`src/rtl/axi_fill_check.sv`:
```
module axi_fill_check #(
  parameter int ADDR_W = 32,
  parameter int DATA_W = 32,
  parameter int WORDS  = 64,
  parameter int BURST  = 16,
  parameter logic [ADDR_W-1:0] BASE = 'h1000
) (
  input  logic                        clk,
  input  logic                        rst_n,
  input  logic                        start_i,
  input  logic                        clear_i,
  output logic                        irq_o,
  output logic                        err_o,
  output logic                        mismatch_o,
  output logic [$clog2(WORDS)-1:0]    fail_idx_o,
  output logic [ADDR_W-1:0]           m_awaddr,
  output logic [7:0]                  m_awlen,
  output logic [2:0]                  m_awsize,
  output logic [1:0]                  m_awburst,
  output logic                        m_awvalid,
  input  logic                        m_awready,
  output logic [DATA_W-1:0]           m_wdata,
  output logic [DATA_W/8-1:0]         m_wstrb,
  output logic                        m_wlast,
  output logic                        m_wvalid,
  input  logic                        m_wready,
  input  logic [1:0]                  m_bresp,
  input  logic                        m_bvalid,
  output logic                        m_bready,
  output logic [ADDR_W-1:0]           m_araddr,
  output logic [7:0]                  m_arlen,
  output logic [2:0]                  m_arsize,
  output logic [1:0]                  m_arburst,
  output logic                        m_arvalid,
  input  logic                        m_arready,
  input  logic [DATA_W-1:0]           m_rdata,
  input  logic [1:0]                  m_rresp,
  input  logic                        m_rlast,
  input  logic                        m_rvalid,
  output logic                        m_rready
);
  localparam int SB  = DATA_W / 8;
  localparam int NB  = WORDS / BURST;
  localparam int BW  = $clog2(BURST);
  localparam int NBW = (NB > 1) ? $clog2(NB) : 1;
  localparam int IW  = $clog2(WORDS);
  localparam int BSH = $clog2(BURST * SB);

  typedef enum logic [2:0] {S_IDLE, S_AW, S_W, S_B, S_AR, S_R} st_t;
  st_t st;

  logic              st_q, cl_q;
  logic [NBW-1:0]    bn;
  logic [BW-1:0]     bt;
  logic [DATA_W-1:0] seed;

  wire start_rise = start_i & ~st_q;
  wire clr_rise   = clear_i & ~cl_q;
  wire last_beat  = bt == BW'(BURST - 1);
  wire last_burst = bn == NBW'(NB - 1);
  wire [NBW+BW-1:0] idx = {bn, bt};
  wire [DATA_W-1:0] pat = seed + DATA_W'(idx);
  wire [ADDR_W-1:0] baddr = BASE + (ADDR_W'(bn) << BSH);

  assign m_awaddr  = baddr;
  assign m_araddr  = baddr;
  assign m_awlen   = 8'(BURST - 1);
  assign m_arlen   = 8'(BURST - 1);
  assign m_awsize  = 3'($clog2(SB));
  assign m_arsize  = 3'($clog2(SB));
  assign m_awburst = 2'b01;
  assign m_arburst = 2'b01;
  assign m_wstrb   = '1;
  assign m_wdata   = pat;
  assign m_wlast   = last_beat;
  assign m_awvalid = st == S_AW;
  assign m_wvalid  = st == S_W;
  assign m_bready  = st == S_B;
  assign m_arvalid = st == S_AR;
  assign m_rready  = st == S_R;

  always_ff @(posedge clk) begin
    if (!rst_n) begin
      st <= S_IDLE; st_q <= 1'b0; cl_q <= 1'b0;
      bn <= '0; bt <= '0; seed <= '0;
      irq_o <= 1'b0; err_o <= 1'b0; mismatch_o <= 1'b0; fail_idx_o <= '0;
    end else begin
      st_q <= start_i;
      cl_q <= clear_i;
      if (clr_rise) irq_o <= 1'b0;
      case (st)
        S_IDLE: if (start_rise && !irq_o) begin
          err_o <= 1'b0; mismatch_o <= 1'b0; fail_idx_o <= '0;
          bn <= '0; st <= S_AW;
        end
        S_AW: if (m_awready) begin bt <= '0; st <= S_W; end
        S_W: if (m_wready) begin
          bt <= bt + 1'b1;
          if (last_beat) st <= S_B;
        end
        S_B: if (m_bvalid) begin
          if (m_bresp != 2'b00) err_o <= 1'b1;
          if (last_burst) begin bn <= '0; st <= S_AR; end
          else begin bn <= bn + 1'b1; st <= S_AW; end
        end
        S_AR: if (m_arready) begin bt <= '0; st <= S_R; end
        S_R: if (m_rvalid) begin
          if (m_rresp != 2'b00 || m_rlast != last_beat) err_o <= 1'b1;
          if (m_rdata != pat && !mismatch_o) begin
            mismatch_o <= 1'b1;
            fail_idx_o <= IW'(idx);
          end
          bt <= bt + 1'b1;
          if (last_beat) begin
            if (last_burst) begin
              irq_o <= 1'b1; seed <= seed + 1'b1; st <= S_IDLE;
            end else begin
              bn <= bn + 1'b1; st <= S_AR;
            end
          end
        end
        default: st <= S_IDLE;
      endcase
    end
  end
endmodule

```
`config.mk`:
```
export PLATFORM = sky130hd
export DESIGN_NAME = axi_fill_check
export DESIGN_NICKNAME = d
export VERILOG_FILES = /design/src/rtl/axi_fill_check.sv
export SDC_FILE = /design/constraint.sdc
export NUM_CORES = 1
export LEC_CHECK = 0
export ABC_CLOCK_PERIOD_IN_PS = 3500
export BUFFER_PORTS_ARGS = -buffer_cell sky130_fd_sc_hd__buf_4
export CORE_ASPECT_RATIO = 1.4
export CORE_MARGIN = 2
export CORE_UTILIZATION = 46
export DETAILED_ROUTE_END_ITERATION = 8
export PLACE_DENSITY = 0.85
export SLEW_MARGIN = 10
export SYNTH_ARGS = -nofsm -noshare
export SYNTH_HDL_FRONTEND = slang
export SYNTH_SLANG_ARGS = --single-unit
```
`constraint.sdc`:
```
create_clock -name clk -period 3.5 [get_ports clk]
set_input_delay 0.7 -clock clk [delete_from_list [all_inputs] [get_ports clk]]
set_output_delay 0.7 -clock clk [all_outputs]
set_load 0.005 [all_outputs]
```
== Word level (Yosys, flattened, before mapping) ==
Cells that the tools add are included.
Widths: inputs -> output; s select.
Storage, ports and cells
  register bits after elaboration: 52
  input port bits: 46
  output and inout port bits: 141
  word-level logic and storage cells: 98
Operators by class
  $add $sub $neg: 5
  eq/ne operators: 21
  muxes and demuxes: 41
  bitwise operators: 4
  reductions and logical operators: 17
Operators by type and width (count)
  $add 32x1->32 const B: 1
  $add 32x6->32: 1
  $ne 32x32->1: 1
  $mux 3: 10
  $mux 6: 3
  $pmux 3 s6: 1
  $mux 4: 4
  $ne 2x1->1 const B: 8
  $pmux 4 s4: 1
  $add 13x8->14 const A: 1
  $mux 1: 12
  $mux 2: 6
  $pmux 6 s2: 1
  $reduce_and 6->1: 2
  $ne 2x2->1 const B: 4
  $reduce_and 4->1: 2
  $reduce_and 8->1: 1
  $eq 3x2->1 const B: 2
  $eq 3x3->1 const B: 2
  $pmux 2 s3: 1
  $reduce_bool 2->1: 3
  $reduce_and 5->1: 1
  $add 4x1->4 const B: 1
  $eq 4x4->1 const B: 1
  14 further kinds: 18

== Longest topological paths before layout ==
Gate-level depths: netlist of run 1.
  word-level depth: 7
  depth in mapped cells: 12

== Least setup slack after synthesis of run 1 ==
OpenSTA, ideal clock, no wires.
  kind: flip-flop to flip-flop
  start: register bt[0]
  end: register fail_idx_o[0]
  arrival time: 3434 ps
  required time: 3428 ps
  slack: -5 ps
  cell stages (with the launch flop): 12
  clock period less this slack: 3505 ps
  cell sequence: dfxtp_1 ha_1 fa_1 a211oi_2 o21ai_1 nand4_1 xor2_1 o2bb2ai_1 or4_1 or4_4 o31ai_4 mux2i_1
On the way
  cells in the longest elaborated chain, start to end: 5
  elaborated cells on any way between the ends: 8
  those cells by class: 1 x add/sub; 2 x eq/ne; 3 x mux; 2 x reduce/logical
RTL lines
  from (decl): line 54  | logic [BW-1:0] bt;
  from (signal assigned): line 98  | bt <= bt + 1'b1;
  from (signal assigned): line 113  | bt <= bt + 1'b1;
  $add 32x6->32: line 62  | wire [DATA_W-1:0] pat = seed + DATA_W'(idx);
  $ne 32x32->1: line 109  | if (m_rdata != pat && !mismatch_o) begin
  $logic_and 1x1->1: line 109
  $ne 2x1->1 (no line)
  $reduce_and 4->1 (no line)
  to (signal assigned): line 111  | fail_idx_o <= IW'(idx);
  to (decl): line 15  | output logic [$clog2(WORDS)-1:0] fail_idx_o,
Several ways; a longest one is shown, not always the timed one. The select of a mux whose other input is x is not followed.
A chain may end at the register's enable or synchronous reset.

== Worst setup path in the final report of run 1 ==
  start: register bt[0]
  end: register fail_idx_o[5]
On the way
  cells in the longest elaborated chain, start to end: 5
RTL lines (line)
  $add 32x6->32: 62
  $ne 32x32->1: 109
  $logic_and 1x1->1: 109
  $ne 2x1->1 (no line)
  $reduce_and 4->1 (no line)
No other way between the ends.

==> results of run 1 <==
-- worst max-delay path by stage --
| stage | cells after the start | from | endpoint | slack, ns |
|---|---|---|---|---|
| detailed placement | 13 | bt[0] | fail_idx_o[5] | -0.08 |
| global route | 14 | bt[0] | fail_idx_o[1] | -0.06 |
| global placement | 12 | bt[0] | fail_idx_o[1] | 0.03 |
| floorplan | 11 | bt[0] | fail_idx_o[0] | 0.03 |
| CTS | 13 | bt[0] | fail_idx_o[5] | 0.01 |
| finish | 14 | bt[0] | fail_idx_o[5] | 0.08 |
-- worst reg2reg max path: cells and delay by family, from the launching register on --
family / cells / cell delay (ns)
multiplexers: 1 / 0.18
flip-flops: 1 / 0.34
buffers and inverters: 3 / 0.45
AO/OA/AOI/OAI: 5 / 1.07
adder cells (fa/ha/maj): 2 / 0.52
AND/OR/NAND/NOR: 3 / 0.79
-- cell families after synthesis --
group | after synthesis | synth area share (%)
AOI/OAI and AO/OA | 113 | 16.0
xor gates and xnor gates | 83 | 14.2
adders and majority gates | 10 | 2.57
buffers and inverters | 143 | 18.7
DFF | 52 | 20.2
muxes | 12 | 2.35
other | 2 | 0.146
and+or+nand+nor | 247 | 25.7
-- registers in the layout, summed over array words and instances (netlist names) --
signal,flops
seed,32
fail_idx_o,6
bt,4
st,3
bn,2
cl_q,1
err_o,1
irq_o,1
mismatch_o,1
st_q,1
-- power by group --
group          switching [mW]  internal (mW)  leakage [nW]  total [mW]
clock network           0.231          0.283        0.0766       0.514
logic                   0.232          0.188          2.37       0.420
registers              0.0351          0.610         0.421       0.645
-- cell usage in the layout (no fill, tap or decap), types with 5 or more instances in the layout --
cell       instances
buf_4            163
conb_1            90
nand2_1           53
dfxtp_1           49
xnor2_1           45
nor2_1            42
and2_1            37
xor2_1            37
a21oi_1           23
nand4_1           20
nor3_1            17
o21ai_0           16
inv_1             15
nand3_1           14
nor2b_1           12
mux2i_1           11
o211ai_1           9
nand2b_1           8
and3_1             8
or3_1              8
a21boi_0           8
ha_1               7
a31oi_1            5
clkbuf_16          5
-- metal layers --
| layer | global-route usage, % | part of all wire [%] | up-vias |
|---|---|---|---|
| met2 | 46.4 | 51 | 315 |
| met3 | 3.66 | 8.1 | 56 |
| met5 | 0 | 0 | - |
| met4 | 13.6 | 4.6 | 0 |
| li1 | - | - | 2367 |
| met1 | 28.9 | 37 | 2301 |
-- through the flow --
stage	setup slack, ns	total power [mW]	util [%]	hold slack [ns]
after floorplan	0.0303	0.978	-	0.454
after global placement	0.0310	1.06	54.8	0.448
after detailed placement	-0.0778	1.07	54.8	0.461
after CTS	0.0109	1.58	56.6	0.471
after global routing	-0.0587	1.66	57.4	0.498
final	0.0805	1.58	57.4	0.466
-- cell type report --
cell class	instances	area, sq um	area share [%]
well taps	141	176	2.83
multi-input cells	555	3550	56.9
clock inverters	2	10.0	0.160
clock buffers	6	139	2.23
inverters	16	73.8	1.18
flip-flops and latches	52	1040	16.8
repair buffers	164	1240	19.9
-- timing repair --
item / in CTS / in global routing
endpoints found under the setup margin: 6 / 9
resized for setup: 3 / 15
buffers inserted: 5 / 4
pin swaps: 3 / 3
==> flow_metrics.py, run 1 <==
metrics = {
    "worst_setup_path": {
        "most_used_cell_along_the_critical_path": "buf_4",
        "endpoint_kind": "flip-flop",
        "cp_slowest_stage_delay_ns": 0.59,
        "cell_with_the_largest_stage_delay_on_the_worst_path": "or4_4",
        "timing.setup.critical_path_class": "reg2reg",
        "path_delay_family": "compound AO/OA/AOI/OAI gates",
        "crit_path_max_fanout": 6,
        "worstSetupStartpointType": "flip-flop",
        "r2r_start": "bt[0]",
        "r2r_slack_ns": 0.08,
        "worstPathBufferInverterCount": 3,
        "arrival_time_of_data_at_the_critical_path_endpoint_ns": 3.65,
        "worst_r2r_path_depth": 14,
        "worst_r2r_endpoint": "fail_idx_o[5]",
        "crit_chain": "ha_4 -> fa_2 -> a211oi_2 -> buf_4 -> buf_4 -> nor4_1 -> a21oi_1 -> o22ai_1 -> a211oi_1 -> nand4_1 -> or4_4 -> o31ai_4 -> buf_12 -> mux2i_1",
        "cp.required_ns": 3.73,
    },
    "floorplan": {
        "std_cell_rows": 45,
        "ioPinCount": 187,
        "die-height_um": 129,
        "fp.dieArea_sq_um": 12100,
        "fp.dieW_um": 93.5,
        "core_region_area_sq_um": 10900,
        "initial_utilization_pct": 47.5,
    },
    "timing": {
        "setup_tns_ns": 0,
        "clock-skew-final_ns": 0.00607,
        "grt_setup_unrepaired": "yes",
        "slew_headroom_pct": 43.3,
        "post-route-min-period_ns": 3.42,
        "setup_viol_count_final": 0,
        "max_clock_freq_mhz": 292,
        "final_hold_viol_count": 0,
        "final_period_utilization_pct": 97.7,
        "final_max_slew_viol_count": 0,
        "max_slew.worst_pin.slew_ns": 0.828,
    },
    "clock_network": {
        "tritoncts": "done",
        "clock_sinks": 52,
        "clk-insertion-delay-late_ns": 0.30,
        "htree_num_levels": 2,
        "path_clk_slew_ns": 0.07,
        "max_buffers_root_to_sink": 2,
        "root_buffer": "clkbuf_16",
        "hold_buffers": 0,
        "numCtsBuffers": 5,
    },
    "synth": {
        "yosys-top-cells-area": "dfxtp_1 (20%), buf_4 (14%), xnor2_1 (7.6%)",
        "synth_sequential_area_ratio_pct": 20.2,
        "count_of_unique_library_cells_instantiated_by_yosys": 71,
        "syn_area_sq_um": 5160,
        "synth_most_common_cell": "buf_4",
        "synth_top_cell_area_share_pct": 20.2,
        "syn_avg_cell_area_sq_um": 7.79,
        "synth-seq-cells": 52,
        "synth_largest_area_cell": "dfxtp_1",
        "synthesis.yosys.warnings": 0,
        "asyncSetResetFlopFracSynth_pct": 0,
        "synth_top_cells_by_count": "buf_4 (97), nand2_1 (54), dfxtp_1 (52)",
        "synth-main-ff-cell": "dfxtp_1",
        "postSynthCellCount": 662,
        "number_of_flops_mapped_to_enable_cells_by_yosys": 0,
    },
    "detailed_routing": {
        "final_antenna_net_count": 0,
        "drt_pre_antenna_iters": 5,
        "first_iter_violations": 281,
        "number_of_remaining_drc_errors": 0,
        "drt-vias-per-instance": 5.38,
        "vias": 5039,
        "aggregate_routed_wire_length_um": 15900,
        "routedWlPerCell_um": 17.0,
    },
    "global_route": {
        "gr-total-overflow": 0,
        "grt_pass1_vias": 4656,
        "grt_max_degree": 53,
        "antenna_found_initial": 0,
        "first_pass_grt_wire_length_um": 24100,
        "globalRouteTotalUtil_pct": 25.7,
    },
    "min_path": {
        "hold_end": "fail_idx_o[4]",
        "worstHoldPathCells": 2,
        "holdCritStartpoint": "fail_idx_o[4]",
        "worstHoldPathType": "reg2reg",
    },
    "status": {
        "outcome": "complete, no violations",
    },
    "pwr": {
        "worst_ir_drop_vdd_mv": 0.272,
        "reported_leakage_power_nw": 2.87,
        "power.density_nw_per_um2": 253,
    },
    "flow_run": {
        "maxCapViolations": 0,
    },
    "final_layout": {
        "finalNonFillerCells": 936,
        "fillCellCount": 1054,
        "area_delta_synth_final_pct": 20.9,
        "antenna_cells": 0,
        "post_route_cells_drive_above_1_share_pct": 25.7,
        "finalNetCount": 850,
        "finish.instance_area_sq_um": 6240,
    },
    "placement": {
        "placed_cell_area_sq_um": 5950,
        "dp_hpwl_um": 12700,
        "gpl.final_weighted_congestion": 0.984,
        "io_buf_count": 96,
        "number_of_placed_instances_with_taps_included": 919,
    },
}
No activity file was read; power rests on OpenSTA's default activity.
==> run 2, diff against run 1 <==
--- a/config.mk
+++ b/config.mk
@@ -9,9 +9,10 @@
 export BUFFER_PORTS_ARGS = -buffer_cell sky130_fd_sc_hd__buf_4
 export CORE_ASPECT_RATIO = 1.4
 export CORE_MARGIN = 2
-export CORE_UTILIZATION = 46
+export CORE_UTILIZATION = 35
 export DETAILED_ROUTE_END_ITERATION = 8
-export PLACE_DENSITY = 0.85
+export GPL_TIMING_DRIVEN = 0
+export PLACE_DENSITY = 0.69
 export SLEW_MARGIN = 10
 export SYNTH_ARGS = -nofsm -noshare
 export SYNTH_HDL_FRONTEND = slang
==> constraint.sdc (replaced) <==
create_clock -name clk -period 3.5 [get_ports clk]
set_input_delay 0.35 -clock clk [delete_from_list [all_inputs] [get_ports clk]]
set_output_delay 0.35 -clock clk [all_outputs]
set_load 0.005 [all_outputs]
==> flow_metrics.py, run 2 (same netlist as run 1, synthesis figures left out) <==
metrics = {
    "detailed_routing": {
        "number_of_remaining_drc_errors": 0,
        "routedWlPerCell_um": 15.4,
        "routedLengthMet1_um": 6390,
        "vias": 5170,
        "first_iter_violations": 246,
        "aggregate_routed_wire_length_um": 16500,
        "drt-vias-per-instance": 4.84,
        "met2_length_um": 8130,
        "drt_pre_antenna_iters": 5,
        "final_antenna_net_count": 0,
        "top_layer": "met4",
        "met3_wirelength_um": 1250,
    },
    "final_layout": {
        "antenna_cells": 0,
        "sequential_cell_area_sq_um": 1060,
        "fillCellCount": 1456,
        "most-common-layout-cells": "buf_4 (219), conb_1 (90), nand2_1 (54)",
        "finalNonFillerCells": 1069,
        "largest_registers": "seed x32, fail_idx_o x6, bt x4",
        "finalNetCount": 935,
        "multi_input_area_sq_um": 3610,
        "post_route_cells_drive_above_1_share_pct": 32.5,
        "final_common_cell": "buf_4",
        "post-route-util_pct": 48.2,
        "area_delta_synth_final_pct": 35.0,
        "largest_register_ff_count": 32,
        "regMostFlops": "seed",
    },
    "floorplan": {
        "ioPinCount": 187,
        "core_region_area_sq_um": 14400,
        "die-height_um": 148,
        "initial_utilization_pct": 35.7,
        "fp.dieW_um": 107,
        "std_cell_rows": 52,
        "fp.dieArea_sq_um": 15700,
    },
    "clock_network": {
        "htree_num_levels": 2,
        "hold_buffers": 0,
        "tritoncts": "done",
        "path_clk_slew_ns": 0.07,
        "clk-insertion-delay-late_ns": 0.30,
        "clock_sinks": 52,
        "max_buffers_root_to_sink": 2,
        "numCtsBuffers": 5,
        "root_buffer": "clkbuf_16",
    },
    "timing": {
        "grt_setup_unrepaired": "yes",
        "setup_viol_count_final": 6,
        "whs_ns": 0.259,
        "max_slew.worst_pin.slew_ns": 0.653,
        "clock-skew-final_ns": 0.00410,
        "final_period_utilization_pct": 102,
        "slew_headroom_pct": 55.3,
        "max_clock_freq_mhz": 279,
        "post-route-min-period_ns": 3.59,
        "final_hold_viol_count": 0,
        "final_max_slew_viol_count": 0,
        "finalWorstSetupSlack_ns": -0.0870,
    },
    "pwr": {
        "worst_ir_drop_vdd_mv": 0.230,
        "design_power_total_mw": 1.68,
        "p_int_mw": 1.15,
        "power.sequential.fraction_pct": 37.0,
        "power_frac_clock_pct": 31.4,
        "total_switching_power_mw": 0.534,
        "combPwrFrac_pct": 31.6,
        "switching_share_pct": 31.7,
        "power.density_nw_per_um2": 242,
        "reported_leakage_power_nw": 3.25,
    },
    "placement": {
        "dp_hpwl_um": 13100,
        "gpl.final_weighted_congestion": 0.920,
        "number_of_placed_instances_with_taps_included": 1035,
        "io_buf_count": 96,
    },
    "worst_setup_path": {
        "cell_with_the_largest_stage_delay_on_the_worst_path": "or4_4",
        "crit_chain": "ha_4 -> fa_2 -> a211oi_4 -> buf_4 -> o21ai_4 -> buf_6 -> a211o_1 -> a211oi_2 -> o221a_2 -> o221ai_2 -> or4_4 -> o31ai_4 -> buf_6 -> mux2i_1",
        "worst_r2r_endpoint": "fail_idx_o[2]",
        "cp_slowest_stage_delay_ns": 0.52,
        "worst_setup_path_endpoint": "fail_idx_o[2]",
        "cp.required_ns": 3.73,
        "r2r_slack_ns": -0.09,
        "arrival_time_of_data_at_the_critical_path_endpoint_ns": 3.81,
        "setup.worst_path.start": "seed[0]",
        "r2r_start": "seed[0]",
        "worst_r2r_path_depth": 14,
        "most_used_cell_along_the_critical_path": "buf_6",
        "timing.setup.critical_path_class": "reg2reg",
        "worstSetupStartpointType": "flip-flop",
        "crit_path_max_fanout": 3,
        "endpoint_kind": "flip-flop",
    },
    "global_route": {
        "globalRouteTotalUtil_pct": 20.3,
        "grt_max_degree": 17,
        "grt_pass1_vias": 4850,
        "gr-total-overflow": 0,
        "antenna_found_initial": 0,
        "first_pass_grt_wire_length_um": 25200,
    },
    "min_path": {
        "worstHoldPathType": "in2reg",
    },
    "status": {
        "failed_checks": "setup timing",
        "outcome": "finished, violations left",
    },
    "flow_run": {
        "maxCapViolations": 0,
    },
}
-- run 2: repair_timing --
action | CTS | global route
pin swaps | 15 | 17
resized for setup | 28 | 12
endpoints found under the setup margin | 11 | 10
buffers inserted | 18 | 10
-- run 2: worst min-delay path by stage --
stage / start / to / cells past startpoint
after floorplan: fail_idx_o[3] / fail_idx_o[3] / 2
final: clear_i / cl_q / 2
after CTS: start_i / st_q / 2
after global placement: fail_idx_o[5] / fail_idx_o[5] / 2
after global routing: start_i / st_q / 2
after detailed placement: fail_idx_o[0] / fail_idx_o[0] / 2
-- run 2: cell type report --
cell class / count / area share [%]
Inverter: 16 / 1.06
Clock inverter: 2 / 0.216
Tap cell: 189 / 3.40
Buffer: 125 / 12.7
Clock buffer: 6 / 1.99
Sequential cell: 52 / 15.2
Multi-Input combinational cell: 555 / 51.9
Timing Repair Buffer: 124 / 13.5
-- run 2: power groups by stage --
stage          logic, mW  clock network (mW)  registers [mW]
2_1_floorplan      0.345                   0           0.633
3_3_place_gp       0.497                   0           0.639
3_5_place_dp       0.498                   0           0.639
4_1_cts            0.522               0.536           0.624
5_1_grt            0.586               0.549           0.624
6_report           0.532               0.528           0.623
-- run 2: worst max-delay path: cells and delay by family, from the launching register on --
| kind | cells | cell delay [ns] |
|---|---|---|
| buffers and inverters | 3 | 0.46 |
| and+or+nand+nor | 1 | 0.52 |
| muxes | 1 | 0.19 |
| DFF | 1 | 0.36 |
| adders and majority gates | 2 | 0.57 |
| AOI/OAI and AO/OA | 7 | 1.42 |
-- run 2: metrics by stage --
step                      setup slack [ns]  TNS [ns]  instance area, sq um
after CTS                          -0.0449   -0.0675                  6830
after floorplan                     0.0303         0                  5490
after global placement              -0.468     -3.12                  6450
final                              -0.0870    -0.336                  6960
after global routing                -0.212     -1.02                  6960
after detailed placement            -0.505     -3.32                  6450
-- run 2: per-layer routing --
layer,GRT usage (%),vias to the layer above
met5,0,-
met4,9.68,0
met3,3.35,44
met2,36.5,287
met1,23.2,2302
li1,-,2537
